### src/rtl/lut_le_pkg.sv
package lut_le_pkg;
  localparam int unsigned LE_SEL_W = 4;

  typedef enum logic {
    RV_CLEAR = 1'b0,
    RV_SET   = 1'b1
  } rst_val_e;

  function automatic logic rst_level(input rst_val_e v);
    return (v == RV_SET) ? 1'b1 : 1'b0;
  endfunction
endpackage

### src/rtl/lut_le_table.sv
module lut_le_table #(
  parameter int unsigned SEL_W = 4,
  localparam int unsigned TBL_N = 1 << SEL_W
) (
  input  logic [SEL_W-1:0] sel,
  input  logic [TBL_N-1:0] table_bits,
  output logic             bit_out
);
  genvar l, n;
  generate
    for (l = 0; l < SEL_W; l++) begin : g_lvl
      localparam int unsigned W = TBL_N >> (l + 1);
      logic [W-1:0] node;
      for (n = 0; n < W; n++) begin : g_node
        if (l == 0) begin : g_leaf
          assign node[n] = sel[0] ? table_bits[2*n+1] : table_bits[2*n];
        end else begin : g_inner
          assign node[n] = sel[l] ? g_lvl[l-1].node[2*n+1] : g_lvl[l-1].node[2*n];
        end
      end
    end
  endgenerate

  assign bit_out = g_lvl[SEL_W-1].node[0];
endmodule

### src/rtl/lut_le_reg.sv
module lut_le_reg
  import lut_le_pkg::*;
(
  input  logic     clk,
  input  logic     rst_n,
  input  logic     rst_block,
  input  rst_val_e rst_val,
  input  logic     d_in,
  output logic     q
);
  logic rst_hit;
  logic q_next;

  always_comb begin
    rst_hit = ~rst_n & ~rst_block;
    q_next  = rst_hit ? rst_level(rst_val) : d_in;
  end

  always_ff @(posedge clk) begin
    q <= q_next;
  end
endmodule

### src/rtl/lut_le_outsel.sv
module lut_le_outsel (
  input  logic use_reg,
  input  logic comb_val,
  input  logic reg_val,
  output logic y
);
  always_comb begin
    y = use_reg ? reg_val : comb_val;
  end
endmodule

### src/rtl/lut_le.sv
module lut_le
  import lut_le_pkg::*;
#(
  parameter int unsigned SEL_W = LE_SEL_W,
  localparam int unsigned TBL_N = 1 << SEL_W
) (
  input  logic             clk,
  input  logic             rst_n,
  input  logic [SEL_W-1:0] sel_in,
  input  logic [TBL_N-1:0] lut_mask,
  input  logic             reg_mode,
  input  logic             rst_to_one,
  input  logic             rst_block,
  output logic             le_out
);
  logic     lut_bit;
  logic     ff_q;
  rst_val_e rv;

  assign rv = rst_to_one ? RV_SET : RV_CLEAR;

  lut_le_table #(.SEL_W(SEL_W)) u_table (
    .sel        (sel_in),
    .table_bits (lut_mask),
    .bit_out    (lut_bit)
  );

  lut_le_reg u_reg (
    .clk       (clk),
    .rst_n     (rst_n),
    .rst_block (rst_block),
    .rst_val   (rv),
    .d_in      (lut_bit),
    .q         (ff_q)
  );

  lut_le_outsel u_out (
    .use_reg  (reg_mode),
    .comb_val (lut_bit),
    .reg_val  (ff_q),
    .y        (le_out)
  );
endmodule

### config.mk
export PLATFORM = sky130hd
export DESIGN_NAME = lut_le
export DESIGN_NICKNAME = d
export VERILOG_FILES = /design/src/rtl/lut_le_pkg.sv /design/src/rtl/lut_le_table.sv /design/src/rtl/lut_le_reg.sv /design/src/rtl/lut_le_outsel.sv /design/src/rtl/lut_le.sv
export SDC_FILE = /design/constraint.sdc
export NUM_CORES = 1
export LEC_CHECK = 0
export ABC_AREA = 0
export CORE_AREA = 8 8 45 47
export CTS_CLUSTER_DIAMETER = 40
export DETAILED_ROUTE_END_ITERATION = 7
export DIE_AREA = 0 0 53 55
export SLEW_MARGIN = 10
export SYNTH_ARGS = -nofsm -noshare
export SYNTH_HDL_FRONTEND = slang
export SYNTH_SLANG_ARGS = --single-unit
### constraint.sdc
create_clock -name clk -period 2.5 [get_ports clk]
set_input_delay 0.5 -clock clk [delete_from_list [all_inputs] [get_ports clk]]
set_output_delay 0.5 -clock clk [all_outputs]
set_load 0.01 [all_outputs]
# Word level (Yosys, flattened, before mapping)
# Index checks and enable logic that the tools add are counted.
word_totals:
  elab_cells: 23
  reg_bits: 1
  out_inout_bits: 1
classes:
  bitwise: 3
  n_mux: 19
ops:
  columns: ["op", "n"]
  rows:
  - ["1-bit 2-to-1 mux", 19]
  - ["1-bit NOT", 2]
  - ["1-bit AND", 1]

# Depth between registers and ports, before layout
depth:
  ltp_word: 5
  ltp_mapped: 5
  ltp_nobuf: 4

# Modules after synthesis
# Synthesis repeated with hierarchy kept, for this count alone.
hier_totals:
  cells_unflattened: 11
  hier_area_um2: 185.2
by_module_without_submodules:
  columns: ["mod", "cells_each", "area_per_inst_um2", "n_inst", "seq_area_each_um2"]
  rows:
  - ["lut_le_table", 7, 135.1, 1, 0.0]
  - ["lut_le_reg", 3, 35.0, 1, 20.0]
  - ["lut_le_outsel", 1, 15.0, 1, 0.0]

# Worst setup path before layout
# OpenSTA, ideal clock, no wires.
synth_timing:
  kind: "in2out"
  startpoint: "input port sel_in[0]"
  endpoint: "output port le_out"
  t_arrival_ns: 1.657
  n_path_buf: 1
  slack_ns: 0.343
  path_stages: 5
  required_time_ns: 2.000
  path_cell_list: "buf_6 > mux4_1 > o22ai_1 > o32ai_1 > mux2_2"
synth_via:
  elab_chain_cells: 5
  elab_cells_between_ends: 16
  classes_between: "mux (16)"
synth_rtl:
  columns: ["element", "line", "source"]
  rows:
  - ["start: declaration", "lut_le.sv:9", "input logic [SEL_W-1:0] sel_in,"]
  - ["1-bit 2-to-1 mux", "lut_le_table.sv:16", "assign node[n] = sel[0] ? table_bits[2*n+1] : table_bits[2*n];"]
  - ["1-bit 2-to-1 mux (2 in a row)", "lut_le_table.sv:18", "assign node[n] = sel[l] ? g_lvl[l-1].node[2*n+1] : g_lvl[l-1].node[2*n];"]
  - ["1-bit 2-to-1 mux *", "lut_le_table.sv:18", null]
  - ["1-bit 2-to-1 mux *", "lut_le_outsel.sv:8", "y = use_reg ? reg_val : comb_val;"]
  - ["end: declaration", "lut_le.sv:14", "output logic le_out"]
# Mark *: on every way between the ends. The rest lies on a longest branch, timed or not.

# Worst setup path after layout
# Ends and elaborated chain as after synthesis.

==> results.py <==
metrics = {
    "floorplanning": {
        "dieArea_sq_um": 2920,
        "rows": 14,
        "die_w_um": 53,
        "core_region_area_sq_um": 1380,
        "die_h_um": 55,
        "io_pins": 26,
        "start_util": 0.143,
    },
    "finish": {
        "drive_above_1_share": 0.349,
        "fin_nets": 70,
        "n_antenna_cell": 0,
        "final_core_util": 0.346,
        "area_delta_synth_final_pct": 142,
        "final_cell_area_sq_um": 479,
        "reg.largest.list": "u_reg.q x1",
        "largest_register_ffs": 1,
        "top_register": "u_reg.q",
    },
    "hold_path": {
        "worstHoldStart": "u_reg.q",
        "whs_endpoint": "le_out",
        "hp-class": "reg2out",
        "hold_path_depth": 2,
    },
    "synth": {
        "syn_area_per_cell_sq_um": 11.0,
        "yosys_warnings": 0,
        "synth_edf_count": 0,
        "synthDistinctLibCells": 12,
        "synth-async-reset-ratio": 0,
        "netlist_area_sq_um": 198,
        "syn_nets": 43,
        "synth_most_common_cell": "mux2_2",
        "synth_seq_area_share": 0.101,
        "synth_top_area_frac": 0.285,
        "ys_ff_latch": 1,
        "syn_inst": 18,
        "synth_top_area_cell": "mux2_2",
        "yosys-top-cells-count": "mux2_2, mux4_1, o22ai_1",
        "synth_ff_type": "dfxtp_1",
        "synthTopCellsByArea": "mux2_2, mux4_1, dfxtp_1",
    },
    "sta": {
        "fmax_ghz": 0.411,
        "post-route-period-util": 0.973,
        "finalMaxSlewViolations": 0,
        "period_minus_slack_ns": 2.43,
        "slew-limit-headroom": 0.846,
        "tightest_slew_ns": 0.230,
        "finalHoldViolations": 0,
        "holdWs_ns": 1.02,
        "setup_viol": 0,
        "rsz0062_at_grt": "false",
        "worst_slack_ns": 0.0673,
    },
    "route": {
        "via_count": 242,
        "post_drt_via_cell_ratio": 4.10,
        "drt_wl_total_um": 731,
        "drc": 0,
        "avgRoutedWirePerCell_um": 12.4,
        "ant_nets": 0,
        "drtIter0Drc": 0,
        "drtPass1Iterations": 1,
    },
    "placed_design": {
        "dp_worst_setup_slack_ns": -0.637,
        "hpwl_um": 630,
        "dpl_cell_area_sq_um": 464,
        "gp_congestion": 0.647,
        "portBuffers": 25,
    },
    "global_route": {
        "antenna_found_initial": 0,
        "grt-ovfl-total": 0,
        "grt_pass1_wl_um": 1260,
        "grt_max_degree": 6,
        "grt_pass1_vias": 304,
        "grtUsageTotal": 0.0525,
    },
    "setup_path": {
        "crit_path_start_kind": "primary input",
        "slowest_delay_ns": 0.51,
        "worstPathArrival_ns": 1.93,
        "endpoint_kind": "output pin",
        "critPathKind": "in2out",
        "crit_slowest_cell": "mux4_2",
        "worstPathCellList": "clkdlybuf4s15_2 -> mux4_2 -> o22ai_2 -> o32ai_2 -> mux2_4 -> buf_6",
        "crit_required_ns": 2.00,
        "critPathMaxFanout": 3,
    },
    "clock_tree": {
        "cts_hold_buf": 0,
        "clkTransAtPathRegs_ns": 0,
    },
    "power": {
        "p_leak_nw": 0.197,
        "ir_worst_vdd_uv": 58.0,
        "power_density_nw_per_um2": 196,
        "total_power_mw": 0.0942,
    },
    "job": {
        "cap_violations": 0,
    },
    "outcome": {
        "status": "complete, no violations",
    },
}
## worst max-delay path: cells and delay by family
family / cells / cell delay, ns
multiplexers: 2 / 0.79
AO/OA/AOI/OAI: 2 / 0.30
buffers and inverters: 2 / 0.34
## per-layer routing
metal	track usage	share of wire	vias up
li1	-	-	124
met1	0.0653	0.48	101
met2	0.0879	0.39	17
met3	0.0214	0.13	0
met4	0	0	0
met5	0	0	-
## how the worst max path moves through the flow
stage	depth (start not counted)	end	from	slack, ns
finish	6	le_out	sel_in[0]	0.07
global route	6	le_out	sel_in[0]	0.01
CTS	6	le_out	sel_in[1]	0.003
detailed placement	6	le_out	sel_in[0]	-0.64
global placement	6	le_out	sel_in[0]	-0.62
floorplan	5	le_out	sel_in[0]	0.34
## through the flow
stage,instances,TNS [ns]
after floorplan,18,0
after global placement,59,-0.622
after detailed placement,59,-0.637
after CTS,59,0
after global routing,59,0
final,59,0
## layout make-up
type,instances,area [sq um]
timing repair buffer,26,251
fill,155,905
tap,16,20.0
sequential,1,20.0
multi-input combinational,16,188
## where the power goes
part           total, mW  leakage [nW]  switching [mW]  internal, mW
Combinational     0.0751         0.189          0.0209        0.0541
Clock                  0             0               0             0
Sequential        0.0191       0.00844        0.000548        0.0185
Total             0.0942         0.197          0.0215        0.0727
## timing repair
item	CTS	global route
pin swaps	3	0
buffers inserted	0	0
setup endpoints to repair	1	1
endpoints found under the hold margin	0	0
gates resized for setup	24	2
## placed cells by master (no fill, tap or decap), drive strengths merged
cell type | Yosys | routed
dlymetal6s2s | 0 | 1
and2b | 1 | 1
nor2 | 1 | 1
clkdlybuf4s50 | 0 | 13
o32ai | 1 | 1
a211oi | 1 | 1
or2b | 1 | 1
o21ai | 1 | 1
mux4 | 2 | 2
dfxtp | 1 | 1
buf | 1 | 2
mux2 | 5 | 5
o22ai | 2 | 2
clkdlybuf4s15 | 0 | 1
dlygate4sd2 | 0 | 9
nand2 | 1 | 1
## cell families after synthesis
logic type,share of synthesized area
simple gates,0.120
flops,0.101
buf+inv,0.0570
mux,0.551
compound gates,0.171
Note: power is estimated with default switching activity, not from simulation.
